### src/rtl/ipv4_fwd_pkg.sv
package ipv4_fwd_pkg;
  localparam int WORD_W    = 32;
  localparam int HDR_WORDS = 5;
  localparam int IDX_W     = 3;

  typedef enum logic [1:0] {
    VERD_FWD  = 2'b00,
    VERD_CPU  = 2'b01,
    VERD_DROP = 2'b10
  } verdict_e;

  // ones-complement 16-bit add with end-around carry
  function automatic logic [15:0] oc_add16(input logic [15:0] a, input logic [15:0] b);
    logic [16:0] s;
    s = {1'b0, a} + {1'b0, b};
    return s[15:0] + {15'd0, s[16]};
  endfunction

  // fold both halves of a 32-bit word into a running sum
  function automatic logic [15:0] oc_add_word(input logic [15:0] sum, input logic [WORD_W-1:0] w);
    return oc_add16(oc_add16(sum, w[31:16]), w[15:0]);
  endfunction

  // incremental checksum update for one changed 16-bit field
  function automatic logic [15:0] csum_patch(input logic [15:0] hc, input logic [15:0] old_f,
                                             input logic [15:0] new_f);
    return ~oc_add16(oc_add16(~hc, ~old_f), new_f);
  endfunction

  function automatic verdict_e pick_verdict(input logic [3:0] ver, input logic [3:0] ihl,
                                            input logic sum_ok, input logic [7:0] ttl);
    if (ver != 4'd4 || ihl != 4'd5) return VERD_CPU;
    if (!sum_ok)                     return VERD_DROP;
    if (ttl <= 8'd1)                 return VERD_CPU;
    return VERD_FWD;
  endfunction
endpackage

### src/rtl/ipv4_csum_acc.sv
module ipv4_csum_acc
  import ipv4_fwd_pkg::*;
(
  input  logic              clk,
  input  logic              rst_n,
  input  logic              add_en,
  input  logic              first,
  input  logic [WORD_W-1:0] word,
  output logic [15:0]       sum_nxt
);
  logic [15:0] sum_q;
  logic [15:0] base;

  assign base    = first ? 16'h0000 : sum_q;
  assign sum_nxt = oc_add_word(base, word);

  always_ff @(posedge clk) begin
    if (!rst_n)      sum_q <= 16'h0000;
    else if (add_en) sum_q <= sum_nxt;
  end
endmodule

### src/rtl/ipv4_ttl_rewrite.sv
module ipv4_ttl_rewrite
  import ipv4_fwd_pkg::*;
(
  input  logic [WORD_W-1:0] word_in,
  input  logic              allow,
  output logic [WORD_W-1:0] word_out,
  output logic              fired
);
  logic [7:0]  ttl_old;
  logic [7:0]  ttl_new;
  logic [7:0]  proto;
  logic [15:0] csum_new;

  assign ttl_old  = word_in[31:24];
  assign proto    = word_in[23:16];
  assign ttl_new  = ttl_old - 8'd1;
  assign fired    = allow && (ttl_old > 8'd1);
  assign csum_new = csum_patch(word_in[15:0], {ttl_old, proto}, {ttl_new, proto});
  assign word_out = fired ? {ttl_new, proto, csum_new} : word_in;
endmodule

### src/rtl/ipv4_fwd_hdr_proc.sv
module ipv4_fwd_hdr_proc
  import ipv4_fwd_pkg::*;
#(
  parameter int              CTRL_W   = 8,
  parameter logic [CTRL_W-1:0] EOP_CODE = 'h01
) (
  input  logic              clk,
  input  logic              rst_n,
  input  logic [31:0]       in_data,
  input  logic [CTRL_W-1:0] in_ctrl,
  input  logic              in_wr,
  output logic              in_rdy,
  output logic [31:0]       out_data,
  output logic [CTRL_W-1:0] out_ctrl,
  output logic              out_wr,
  input  logic              out_rdy,
  output logic [1:0]        verdict,
  output logic              verdict_vld,
  output logic [31:0]       dst_addr
);
  localparam logic [IDX_W-1:0] IDX_TTL  = IDX_W'(2);
  localparam logic [IDX_W-1:0] IDX_LAST = IDX_W'(HDR_WORDS - 1);
  localparam logic [IDX_W-1:0] IDX_PAST = IDX_W'(HDR_WORDS);

  // named events, also observed by the bound checker
  logic acc_w, is_final_w, is_mod_w, hdr_word_w, hdr_first_w, hdr_last_w;
  logic short_end_w, rew_allow_w, rew_fired_w, sum_ok_w;
  logic [15:0] sum_nxt_w;

  logic [IDX_W-1:0] idx_q;
  logic [3:0]       ver_q, ihl_q;
  logic [7:0]       ttl_q;
  logic             vld_q, done_q;
  verdict_e         code_q;
  logic [31:0]      dst_q;

  assign acc_w       = in_wr & out_rdy;
  assign is_final_w  = (in_ctrl == EOP_CODE);
  assign is_mod_w    = (in_ctrl != '0) && !is_final_w;
  assign hdr_word_w  = acc_w && !is_mod_w && (idx_q < IDX_PAST);
  assign hdr_first_w = hdr_word_w && (idx_q == '0);
  assign hdr_last_w  = hdr_word_w && (idx_q == IDX_LAST);
  assign short_end_w = acc_w && is_final_w && (idx_q < IDX_LAST);
  assign rew_allow_w = hdr_word_w && (idx_q == IDX_TTL) && (ver_q == 4'd4) && (ihl_q == 4'd5);
  assign sum_ok_w    = (sum_nxt_w == 16'hFFFF);

  ipv4_csum_acc u_csum (
    .clk    (clk),
    .rst_n  (rst_n),
    .add_en (hdr_word_w),
    .first  (hdr_first_w),
    .word   (in_data),
    .sum_nxt(sum_nxt_w)
  );

  ipv4_ttl_rewrite u_rew (
    .word_in (in_data),
    .allow   (rew_allow_w),
    .word_out(out_data),
    .fired   (rew_fired_w)
  );

  assign in_rdy   = out_rdy;
  assign out_wr   = in_wr;
  assign out_ctrl = in_ctrl;

  // header word counter and captured fields
  always_ff @(posedge clk) begin
    if (!rst_n) begin
      idx_q <= '0;
      ver_q <= 4'd0;
      ihl_q <= 4'd0;
      ttl_q <= 8'd0;
    end else begin
      if (acc_w && !is_mod_w) begin
        if (is_final_w)           idx_q <= '0;
        else if (idx_q < IDX_PAST) idx_q <= idx_q + IDX_W'(1);
      end
      if (hdr_first_w) begin
        ver_q <= in_data[31:28];
        ihl_q <= in_data[27:24];
      end
      if (hdr_word_w && idx_q == IDX_TTL) ttl_q <= in_data[31:24];
    end
  end

  // verdict register
  always_ff @(posedge clk) begin
    if (!rst_n) begin
      vld_q  <= 1'b0;
      done_q <= 1'b0;
      code_q <= VERD_FWD;
      dst_q  <= 32'd0;
    end else if (hdr_last_w) begin
      vld_q  <= 1'b1;
      done_q <= is_final_w;
      code_q <= pick_verdict(ver_q, ihl_q, sum_ok_w, ttl_q);
      dst_q  <= in_data;
    end else if (short_end_w) begin
      vld_q  <= 1'b1;
      done_q <= 1'b1;
      code_q <= VERD_DROP;
    end else if (vld_q && done_q) begin
      vld_q  <= 1'b0;
      done_q <= 1'b0;
    end else if (vld_q && acc_w && is_final_w) begin
      vld_q  <= 1'b0;
    end
  end

  assign verdict     = code_q;
  assign verdict_vld = vld_q;
  assign dst_addr    = dst_q;
endmodule

### config.mk
export PLATFORM = sky130hd
export DESIGN_NAME = ipv4_fwd_hdr_proc
export DESIGN_NICKNAME = d
export VERILOG_FILES = /design/src/rtl/ipv4_fwd_pkg.sv /design/src/rtl/ipv4_csum_acc.sv /design/src/rtl/ipv4_ttl_rewrite.sv /design/src/rtl/ipv4_fwd_hdr_proc.sv
export SDC_FILE = /design/constraint.sdc
export NUM_CORES = 1
export LEC_CHECK = 0
export BUFFER_PORTS_ARGS = -buffer_cell sky130_fd_sc_hd__buf_2
export CELL_PAD_IN_SITES_DETAIL_PLACEMENT = 0
export CELL_PAD_IN_SITES_GLOBAL_PLACEMENT = 2
export CORE_MARGIN = 2
export CORE_UTILIZATION = 35
export CTS_BUF_LIST = sky130_fd_sc_hd__clkbuf_2 sky130_fd_sc_hd__clkbuf_4 sky130_fd_sc_hd__clkbuf_8
export CTS_CLUSTER_SIZE = 25
export DETAILED_ROUTE_END_ITERATION = 10
export PLACE_DENSITY = 0.95
export SYNTH_ARGS = -nofsm -noshare
export SYNTH_HDL_FRONTEND = slang
export SYNTH_SLANG_ARGS = --single-unit
### constraint.sdc
create_clock -name clk -period 15.8 [get_ports clk]
set_input_delay 1.58 -clock clk [delete_from_list [all_inputs] [get_ports clk]]
set_output_delay 1.58 -clock clk [all_outputs]
set_load 0.01 [all_outputs]
==> reports/results.md, run 1 <==
### Finish
- **number of inserted filler cells in the final layout** 2348
- **share of final-layout standard cells stronger than drive strength 1** 15.1%
- **Multi-input gate area** 0.00588 sq mm
- **fin nets** 1269
- **register cell area after layout** 0.00140 sq mm
- **total inserted antenna cells** 0
- **most used cells in the layout excluding fill and tap cells** 137 x sky130_fd_sc_hd__nand2_1, 120 x sky130_fd_sc_hd__buf_2, 98 x sky130_fd_sc_hd__nor2_1
- **Final Instance Area** 0.00869 sq mm
- **layout overhead on the synthesized area** 11.7%
- **most frequent standard cell in the layout excluding fill and tap cells** sky130_fd_sc_hd__nand2_1
- **post-layout instance count excluding filler cells** 1427

### Setup path
- **Reg2Reg Depth** 37
- **reg-to-reg endpoint** verdict[0]
- **buffers and inverters on the worst path** 2
- **critical path start-end classification** in -> reg
- **launching point of the worst reg2reg path** idx_q[2]
- **slack of the worst reg-to-reg path** 6.58 ns
- **Worst setup SP type** input port
- **Worst EP arrival** 11.60 ns
- **Worst Path Required** 16.07 ns
- **crit-path leading delay family** simple AND/OR/NAND/NOR gates
- **highest net fanout along the worst path** 32
- **CP max stage delay** 0.69 ns
- **Crit. End Element** flip-flop
- **slowest cell on the critical path** sky130_fd_sc_hd__nand2_1

### Drt
- **detailed-routed wire length on met3** 773 microns
- **# DRC** 0
- **via/cell ratio** 5.32
- **iteration count of the initial detailed-routing pass** 5
- **DRT Wirelength** 23.5 mm
- **Met2 Routed Length** 11.1 mm
- **post-route ant nets** 0
- **iteration-0 DRC count of the detailed router** 501
- **detailed-route via count** 7588
- **average routed wire per standard cell** 16.5 microns
- **wire length on met1** 11.4 mm
- **topmost layer with routed signal wires** met4

### Die
- **I/O pin total** 121
- **initial core utilization** 35.7%
- **Die Outline Area** 0.0234 sq mm
- **vertical extent of the die** 153 microns
- **die span in x** 153 microns
- **number of core rows** 54
- **total core area** 0.0218 sq mm

### Clocking
- **Post-CTS Resized** 0
- **clock tree from TritonCTS** done
- **hold buffer count at cts** 0
- **H-tree lvl count** 3
- **post-CTS setup buffer count** 0
- **clock root buffer** sky130_fd_sc_hd__clkbuf_8
- **CTS clk-pin slew, worst paths** 0.08 ns
- **Sink Count** 70
- **clock latency at the later pin of the worst-skew pair** 0.36 ns
- **number of buffers inserted during clock tree synthesis** 9
- **CTS max path bufs** 2

### STA
- **Max Transition Viols Final** 0
- **final-report hold violation count** 0
- **highest attainable clock frequency** 0.0883 GHz
- **post-layout min period** 11.33 ns
- **Max Clock Skew** 0.00951 ns
- **Period Utilization, post-route** 71.7%
- **Total Neg Setup Slack** 0 ns
- **setup repair after global routing missed its margin** no
- **slew at the pin closest to its max-slew limit** 0.917 ns
- **final setup fails** 0
- **worst max-slew margin expressed relative to the limit** 37.3%

### Yosys
- **EDFF count, synth** 0
- **count of synthesis-stage warnings from yosys** 0
- **number of nets in the synthesized netlist** 1190
- **top_reg_cell synth** sky130_fd_sc_hd__dfxtp_1
- **synthesized instance count** 1063
- **fraction of the yosys area taken by sequential cells** 18.0%
- **Netlist Area Pre-Place** 0.00778 sq mm
- **total of flip-flops plus latches after synthesis** 70
- **mean post-synth cell area** 7.32 sq um
- **async set-reset flop share out of synthesis** 0%
- **count of different cell masters after synthesis** 83

### Power
- **post-route total power** 0.641 mW
- **areal power density over the cells** 73.7 mW/mm^2
- **LEAKAGE** 3.77 nW
- **VDD IR max** 0.0329 mV

### Global route
- **via count of the first global-routing pass** 7195
- **Total GRT Usage** 19.8%
- **pin count of the biggest net entering global routing** 38
- **number of antenna violations at the first check in global routing** 0
- **global-route wire length before repair** 37.7 mm
- **GRT overflow** 0

### Placed design
- **detailed placer's ending HPWL** 18.5 mm
- **Placement Cell Area** 0.00849 sq mm
- **input/output buffers** 120
- **count of placed standard cells including taps** 1411
- **routability-driven placement congestion ratio** 0.876

### Hold path
- **min-delay src** dst_addr[7]
- **worst hold path cell count** 2
- **min-delay worst type** reg -> reg
- **hold-critical path endpoint** dst_addr[7]

### Status
- **outcome** completed

### Job
- **MaxCap Viol Count** 0

==> state kept, by name, summed over array words and instances, names as in the netlist <==
register / count
dst_addr: 32
u_csum.sum_q: 16
ttl_q: 7
ihl_q: 4
ver_q: 4
idx_q: 3
verdict: 2
done_q: 1
verdict_vld: 1
==> per-stage QoR <==
step           utilization, %  setup slack, ns  hold WS (ns)
6_report                 39.8             4.47         0.453
5_1_grt                  39.8             3.47         0.478
4_1_cts                  39.8             4.51         0.456
3_5_place_dp             38.9             4.11         0.444
3_3_place_gp             38.9             4.38         0.439
2_1_floorplan               -             6.11         0.436
==> area by class of cell <==
class,count,area share (%)
clock buffer,10,1.58
clock inverter,6,0.792
inverter,60,2.59
multi-input combinational,877,67.6
sequential,70,16.1
tap,280,4.03
timing repair buffer,124,7.25
==> worst reg2reg max path, delay by kind of cell (launching register included) <==
family / cells / cell delay, ns
flip-flops: 1 / 0.36
adder cells (fa/ha/maj): 7 / 1.66
XOR/XNOR: 2 / 0.31
buffers and inverters: 1 / 0.08
AND/OR/NAND/NOR: 13 / 3.68
AO/OA/AOI/OAI: 14 / 3.08
==> where the power goes <==
part | switching [mW] | internal, mW | leakage, nW
Combinational | 0.185 | 0.122 | 3.10
Sequential | 0.0000645 | 0.176 | 0.563
Clock | 0.0792 | 0.0781 | 0.103
==> synth_stat cells (11+ instances only) <==
cell type | n | share of area (%)
sky130_fd_sc_hd__nor4_1 | 12 | 0.96
sky130_fd_sc_hd__nor3_1 | 27 | 1.7
sky130_fd_sc_hd__a211oi_1 | 19 | 1.8
sky130_fd_sc_hd__a21oi_1 | 91 | 5.9
sky130_fd_sc_hd__and3_1 | 11 | 0.88
sky130_fd_sc_hd__xor2_1 | 43 | 4.8
sky130_fd_sc_hd__buf_4 | 18 | 1.7
sky130_fd_sc_hd__o21a_1 | 15 | 1.4
sky130_fd_sc_hd__nand2_1 | 137 | 6.6
sky130_fd_sc_hd__xnor2_1 | 57 | 6.4
sky130_fd_sc_hd__clkbuf_1 | 35 | 1.7
sky130_fd_sc_hd__a21o_1 | 21 | 2.0
sky130_fd_sc_hd__nor2b_1 | 12 | 0.96
sky130_fd_sc_hd__nor2_1 | 99 | 4.8
sky130_fd_sc_hd__ha_1 | 79 | 13
sky130_fd_sc_hd__and2_1 | 21 | 1.7
sky130_fd_sc_hd__inv_1 | 59 | 2.8
sky130_fd_sc_hd__nand3_1 | 37 | 2.4
sky130_fd_sc_hd__dfxtp_1 | 70 | 18
sky130_fd_sc_hd__o21ai_0 | 45 | 2.9
==> per-layer routing <==
layer  up-vias  track usage [%]
met5         -                0
met4         0             4.59
met3        19             1.36
met2       133             33.8
met1      3515             27.3
li1       3921                -
==> worst max path at each step <==
stage,slack (ns),cells past startpoint,startpoint,to
4_1_cts,4.51,39,in_ctrl[5],verdict[0]
5_1_grt,3.47,41,in_ctrl[5],verdict[0]
2_1_floorplan,6.11,42,in_ctrl[5],verdict[1]
6_report,4.47,41,in_ctrl[5],verdict[0]
3_5_place_dp,4.11,39,in_ctrl[5],verdict[0]
3_3_place_gp,4.38,39,in_ctrl[5],verdict[1]
==> cells by family after synthesis <==
group,share of synthesized area (%)
AO/OA/AOI/OAI,23.2
XOR/XNOR,11.8
adder cells (fa/ha/maj),13.7
buffers and inverters,6.58
flip-flops,18.0
multiplexers,0.900
AND/OR/NAND/NOR,25.8
(Power assumes the default switching activity.)
==> inputs of run 2 (changes only) <==
- CORE_UTILIZATION: 35 -> 34
- clock period: 15.8 -> 11.5 ns (I/O delays scaled with it)
==> run 2 against run 1 <==
Flip-flop and latch count unchanged. Combinational power increased by 37%. Core utilization decreased by 1.1 points. Power rose by 41%. Largest power group unchanged. Critical path depth up 1. Register-to-register slack got worse by 3.4 ns. Cell area up 0.46%. Routed wire length shrank 0.17%. Sequential share of layout area shrank 0.074 points. Worst setup slack worse by 2.7 ns. Cell count up 0.49%. Critical endpoint unchanged.
==> reports/results.md, run 2 (same netlist as run 1, synthesis figures left out) <==
### Status
- **outcome** completed

### Setup path
- **slowest cell on the critical path** sky130_fd_sc_hd__or4_4
- **critical path start-end classification** in -> reg
- **highest net fanout along the worst path** 32, unchanged
- **reg-to-reg endpoint** verdict[0]
- **slack of the worst reg-to-reg path** 3.19 ns, -3.39 ns
- **Worst EP arrival** 10.05 ns, -1.55 ns
- **Worst Path Required** 11.78 ns, -4.29 ns
- **Reg2Reg Depth** 37, unchanged
- **launching point of the worst reg2reg path** idx_q[0]
- **Worst setup SP type** input port
- **Crit. End Element** flip-flop
- **CP max stage delay** 0.61 ns, -0.08 ns

### Clocking
- **Post-CTS Resized** 0, unchanged
- **CTS max path bufs** 2, unchanged
- **clock root buffer** sky130_fd_sc_hd__clkbuf_8
- **Sink Count** 70, unchanged
- **hold buffer count at cts** 0, unchanged
- **clock tree from TritonCTS** done
- **clock latency at the later pin of the worst-skew pair** 0.37 ns, about the same
- **H-tree lvl count** 3, unchanged
- **CTS clk-pin slew, worst paths** 0.09 ns, about the same
- **post-CTS setup buffer count** 0, unchanged
- **number of buffers inserted during clock tree synthesis** 9, unchanged

### STA
- **worst max-slew margin expressed relative to the limit** 39.2%, +1.9 points
- **Period Utilization, post-route** 85.0%
- **Worst Slack Setup Final** 1.72 ns, -2.75 ns
- **final-report hold violation count** 0, unchanged
- **highest attainable clock frequency** 0.102 GHz
- **Max Transition Viols Final** 0, unchanged
- **setup repair after global routing missed its margin** no
- **post-layout min period** 9.78 ns
- **Total Neg Setup Slack** 0 ns, unchanged
- **slew at the pin closest to its max-slew limit** 0.889 ns, -0.0277 ns
- **final setup fails** 0, unchanged
- **Max Clock Skew** 0.0124 ns, +0.00291 ns

### Finish
- **fin nets** 1271, +0.16%
- **number of inserted filler cells in the final layout** 2378, +1.3%
- **share of final-layout standard cells stronger than drive strength 1** 15.2%, +0.15 points
- **most frequent standard cell in the layout excluding fill and tap cells** sky130_fd_sc_hd__nand2_1
- **total inserted antenna cells** 0, unchanged
- **flip-flop count of the largest register, all copies and words added** 32, unchanged
- **final cell utilization of the core** 38.7%, -1.1 points
- **register cell area after layout** 0.00140 sq mm, unchanged
- **most used cells in the layout excluding fill and tap cells** 137 x sky130_fd_sc_hd__nand2_1, 120 x sky130_fd_sc_hd__buf_2, 98 x sky130_fd_sc_hd__nor2_1
- **layout overhead on the synthesized area** 12.2%
- **Multi-input gate area** 0.00588 sq mm, unchanged

### Drt
- **iteration count of the initial detailed-routing pass** 5, unchanged
- **post-route ant nets** 0, unchanged
- **via/cell ratio** 5.30, -0.25%
- **detailed-route via count** 7606, +0.24%
- **average routed wire per standard cell** 16.4 microns, -0.66%
- **iteration-0 DRC count of the detailed router** 517, +3.2%
- **DRT Wirelength** 23.5 mm, -0.17%
- **# DRC** 0, unchanged

### Die
- **number of core rows** 55, +1.9%
- **vertical extent of the die** 155 microns, +1.4%
- **total core area** 0.0226 sq mm, +3.4%
- **Die Outline Area** 0.0241 sq mm, +2.9%
- **I/O pin total** 121, unchanged
- **die span in x** 155 microns, +1.4%
- **initial core utilization** 34.5%, -1.2 points

### Power
- **LEAKAGE** 3.78 nW, +0.46%
- **areal power density over the cells** 103 mW/mm^2, +40%
- **VDD IR max** 0.0549 mV, +67%

### Hold path
- **min-delay src** dst_addr[26]
- **hold-critical path endpoint** dst_addr[26]
- **min-delay worst type** reg -> reg
- **worst hold path cell count** 2, unchanged

### Placed design
- **Worst Setup Slack post-DPL** 1.33 ns, -2.78 ns
- **input/output buffers** 120, unchanged
- **detailed placer's ending HPWL** 18.5 mm, -0.19%
- **routability-driven placement congestion ratio** 0.837, -4.4%

### Global route
- **via count of the first global-routing pass** 7001, -2.7%
- **Total GRT Usage** 19.2%, -0.56 points
- **number of antenna violations at the first check in global routing** 0, unchanged
- **pin count of the biggest net entering global routing** 70, +84%
- **global-route wire length before repair** 37.0 mm, -1.9%
- **GRT overflow** 0, unchanged

### Job
- **MaxCap Viol Count** 0, unchanged

[run 2: area by class of cell]
type | instances | area share (%)
clock buffers | 10 | 1.50
repair buffers | 126 | 7.39
well taps | 285 | 4.08
clock inverters | 6 | 1.07
flip-flops and latches | 70 | 16.0
inverters | 60 | 2.58
multi-input cells | 877 | 67.3
[run 2: metrics by stage]
stage                     cell area, sq um  power, mW  hold slack (ns)  instances
final                                 8730      0.903            0.457       1434
after global routing                  8730      0.968            0.479       1434
after CTS                             8730      0.912            0.461       1434
after detailed placement              8510      0.666            0.446       1418
after global placement                8510      0.665            0.440       1418
after floorplan                       7780      0.577            0.436       1063
[run 2: worst max path at each step]
| stage | startpoint | endpoint | slack (ns) | cells past startpoint |
|---|---|---|---|---|
| 2_1_floorplan | in_ctrl[5] | verdict[1] | 2.24 | 42 |
| 3_3_place_gp | in_ctrl[5] | verdict[1] | 1.49 | 40 |
| 3_5_place_dp | in_ctrl[5] | verdict[0] | 1.33 | 40 |
| 4_1_cts | in_ctrl[5] | verdict[0] | 1.71 | 40 |
| 5_1_grt | in_ctrl[5] | verdict[1] | 0.84 | 42 |
| 6_report | in_ctrl[5] | verdict[0] | 1.72 | 42 |
[run 2: routing by layer]
| layer | global-route usage, % | up-vias | part of all wire (%) |
|---|---|---|---|
| li1 | - | 3922 | - |
| met1 | 25.9 | 3498 | 48 |
| met2 | 31.9 | 155 | 46 |
| met3 | 2.09 | 31 | 3.1 |
| met4 | 6.64 | 0 | 2.8 |
| met5 | 0 | - | 0 |
[run 2: where the power goes]
group / switching (mW) / total [mW] / internal [mW]
Clock: 0.114 / 0.240 / 0.126
Sequential: 0.000122 / 0.242 / 0.242
Combinational: 0.253 / 0.421 / 0.168
Total: 0.367 / 0.903 / 0.537
[run 2: critical path: cells and delay by family]
kind / cells / cell delay [ns]
buf+inv: 3 / 0.40
fa+ha+maj: 7 / 1.68
simple gates: 16 / 3.53
xor+xnor: 2 / 0.29
compound gates: 14 / 3.04
==> inputs of run 3 (changes only) <==
- CORE_UTILIZATION: 34 -> 30
- PLACE_DENSITY: 0.95 -> 0.87
==> run 3 against run 2 <==
Cell area is 0.21% higher. Largest cell class unchanged. Highest routed layer unchanged. Via count is essentially flat. Critical endpoint unchanged. Critical path depth is 2 lower.
==> reports/results.md, run 3 (same netlist as run 1, synthesis figures left out) <==
### Clocking
- **post-CTS setup buffer count** 0, unchanged
- **Sink Count** 70, unchanged
- **clock latency at the later pin of the worst-skew pair** 0.39 ns, +0.02 ns
- **Post-CTS Resized** 0, unchanged
- **number of buffers inserted during clock tree synthesis** 9, unchanged
- **clock tree from TritonCTS** done
- **CTS max path bufs** 2, unchanged
- **CTS clk-pin slew, worst paths** 0.10 ns, about the same
- **H-tree lvl count** 3, unchanged
- **hold buffer count at cts** 0, unchanged
- **clock root buffer** sky130_fd_sc_hd__clkbuf_8

### Setup path
- **CP max stage delay** 0.60 ns, about the same
- **Worst EP arrival** 10.33 ns, +0.28 ns
- **crit-path leading delay family** simple AND/OR/NAND/NOR gates
- **critical path start-end classification** in -> reg
- **slowest cell on the critical path** sky130_fd_sc_hd__or4_4
- **Crit. End Element** flip-flop
- **cell mode on critical path** sky130_fd_sc_hd__a21o_1
- **buffers and inverters on the worst path** 4, +1
- **launching point of the worst reg2reg path** idx_q[0]
- **reg-to-reg endpoint** verdict[0]
- **Worst Path Required** 11.79 ns, about the same
- **Reg2Reg Depth** 36, -2.7%
- **slack of the worst reg-to-reg path** 3.11 ns, -0.08 ns
- **highest net fanout along the worst path** 11, -66%
- **Worst setup SP type** input port

### Global route
- **Total GRT Usage** 17.7%, -1.5 points
- **GRT overflow** 0, unchanged
- **via count of the first global-routing pass** 7100, +1.4%
- **pin count of the biggest net entering global routing** 39, -44%
- **number of antenna violations at the first check in global routing** 0, unchanged
- **global-route wire length before repair** 37.5 mm, +1.4%

### Die
- **die span in x** 165 microns, +6.3%
- **I/O pin total** 121, unchanged
- **vertical extent of the die** 165 microns, +6.3%
- **initial core utilization** 30.7%, -3.8 points
- **number of core rows** 58, +5.5%
- **Die Outline Area** 0.0272 sq mm, +13%
- **total core area** 0.0253 sq mm, +12%

### Hold path
- **hold-critical path endpoint** dst_addr[26]
- **worst hold path cell count** 2, unchanged
- **min-delay worst type** reg -> reg
- **min-delay src** dst_addr[26]

### Job
- **MaxCap Viol Count** 0, unchanged

### Finish
- **Final Instance Area** 0.00875 sq mm, +0.21%
- **most frequent standard cell in the layout excluding fill and tap cells** sky130_fd_sc_hd__nand2_1
- **flip-flop count of the largest register, all copies and words added** 32, unchanged
- **total inserted antenna cells** 0, unchanged
- **post-layout instance count excluding filler cells** 1479, +3.1%
- **share of final-layout standard cells stronger than drive strength 1** 15.2%, unchanged
- **layout overhead on the synthesized area** 12.4%
- **fin nets** 1271, unchanged
- **most used cells in the layout excluding fill and tap cells** 137 x sky130_fd_sc_hd__nand2_1, 120 x sky130_fd_sc_hd__buf_2, 98 x sky130_fd_sc_hd__nor2_1
- **final cell utilization of the core** 34.6%, -4.1 points

### Drt
- **iteration-0 DRC count of the detailed router** 440, -15%
- **Met2 Routed Length** 11.4 mm, +5.1%
- **detailed-route via count** 7599, -0.092%
- **average routed wire per standard cell** 16.5 microns, +0.96%
- **topmost layer with routed signal wires** met4
- **DRT Wirelength** 24.4 mm, +4.1%
- **detailed-routed wire length on met3** 602 microns, -18%
- **post-route ant nets** 0, unchanged
- **via/cell ratio** 5.14, -3.1%
- **# DRC** 0, unchanged
- **iteration count of the initial detailed-routing pass** 5, unchanged
- **wire length on met1** 11.8 mm, +5.2%

### STA
- **Period Utilization, post-route** 87.3%, +2.3 points
- **Max Transition Viols Final** 0, unchanged
- **Total Neg Setup Slack** 0 ns, unchanged
- **final setup fails** 0, unchanged
- **post-layout min period** 10.04 ns, +0.269 ns
- **Max Clock Skew** 0.0169 ns, +0.00451 ns
- **worst max-slew margin expressed relative to the limit** 36.1%, -3.1 points
- **highest attainable clock frequency** 0.0996 GHz, -2.7%
- **Worst Slack Setup Final** 1.46 ns, -0.269 ns
- **final-report hold violation count** 0, unchanged
- **worst hold slack after final layout** 0.456 ns, -0.00153 ns
- **slew at the pin closest to its max-slew limit** 0.934 ns, +0.0449 ns
- **setup repair after global routing missed its margin** no

### Placed design
- **input/output buffers** 120, unchanged
- **detailed placer's ending HPWL** 19.4 mm, +4.8%
- **routability-driven placement congestion ratio** 0.831, -0.80%
- **Placement Cell Area** 0.00856 sq mm, +0.66%
- **count of placed standard cells including taps** 1463, +3.2%
- **Worst Setup Slack post-DPL** 1.06 ns, -0.273 ns

### Power
- **VDD IR max** 0.0463 mV, -16%
- **areal power density over the cells** 100 mW/mm^2, -3.1%
- **LEAKAGE** 3.76 nW, -0.53%
- **post-route total power** 0.877 mW, -2.9%

### Status
- **outcome** completed

[run 3: cell count changes in the layout (fill, tap and decap cells not counted)]
cell / previous run / this run
sky130_fd_sc_hd__bufinv_16: 2 / 0
sky130_fd_sc_hd__inv_8: 0 / 2
sky130_fd_sc_hd__clkbuf_4: 1 / 0
sky130_fd_sc_hd__clkinvlp_4: 1 / 2
sky130_fd_sc_hd__inv_6: 1 / 2
sky130_fd_sc_hd__clkinv_4: 2 / 1
[run 3: power breakdown]
| group | switching (mW) | internal [mW] | leakage, nW |
|---|---|---|---|
| registers | 0.000121 | 0.242 | 0.563 |
| clock network | 0.126 | 0.0833 | 0.0903 |
| logic | 0.257 | 0.168 | 3.11 |
| total | 0.383 | 0.494 | 3.76 |
[run 3: worst max path at each step]
| stage | from | slack, ns | endpoint | depth (start not counted) |
|---|---|---|---|---|
| finish | in_ctrl[5] | 1.46 | verdict[0] | 40 |
| global route | in_ctrl[5] | 0.64 | verdict[0] | 42 |
| CTS | in_ctrl[5] | 1.43 | verdict[0] | 40 |
| detailed placement | in_ctrl[5] | 1.06 | verdict[0] | 40 |
| global placement | in_ctrl[5] | 1.39 | verdict[1] | 40 |
| floorplan | in_ctrl[5] | 2.24 | verdict[1] | 42 |
[run 3: worst min-delay path: cells and delay by family, from the launching register on]
family / cells / cell delay [ns]
and+or+nand+nor: 1 / 0.05
AOI/OAI and AO/OA: 1 / 0.05
DFF: 1 / 0.32
[run 3: per-layer routing]
layer	track usage [%]	up-vias
li1	-	3935
met1	23.4	3520
met2	30.2	121
met3	1.75	23
met4	5.85	0
met5	0	-
[run 3: area by class of cell]
type                            count  area [sq um]
Timing Repair Buffer              126           646
Clock inverter                      7          63.8
Clock buffer                        9           124
Fill cell                        2715         16600
Inverter                           60           225
Sequential cell                    70          1400
Multi-Input combinational cell    877          5880
Tap cell                          330           413
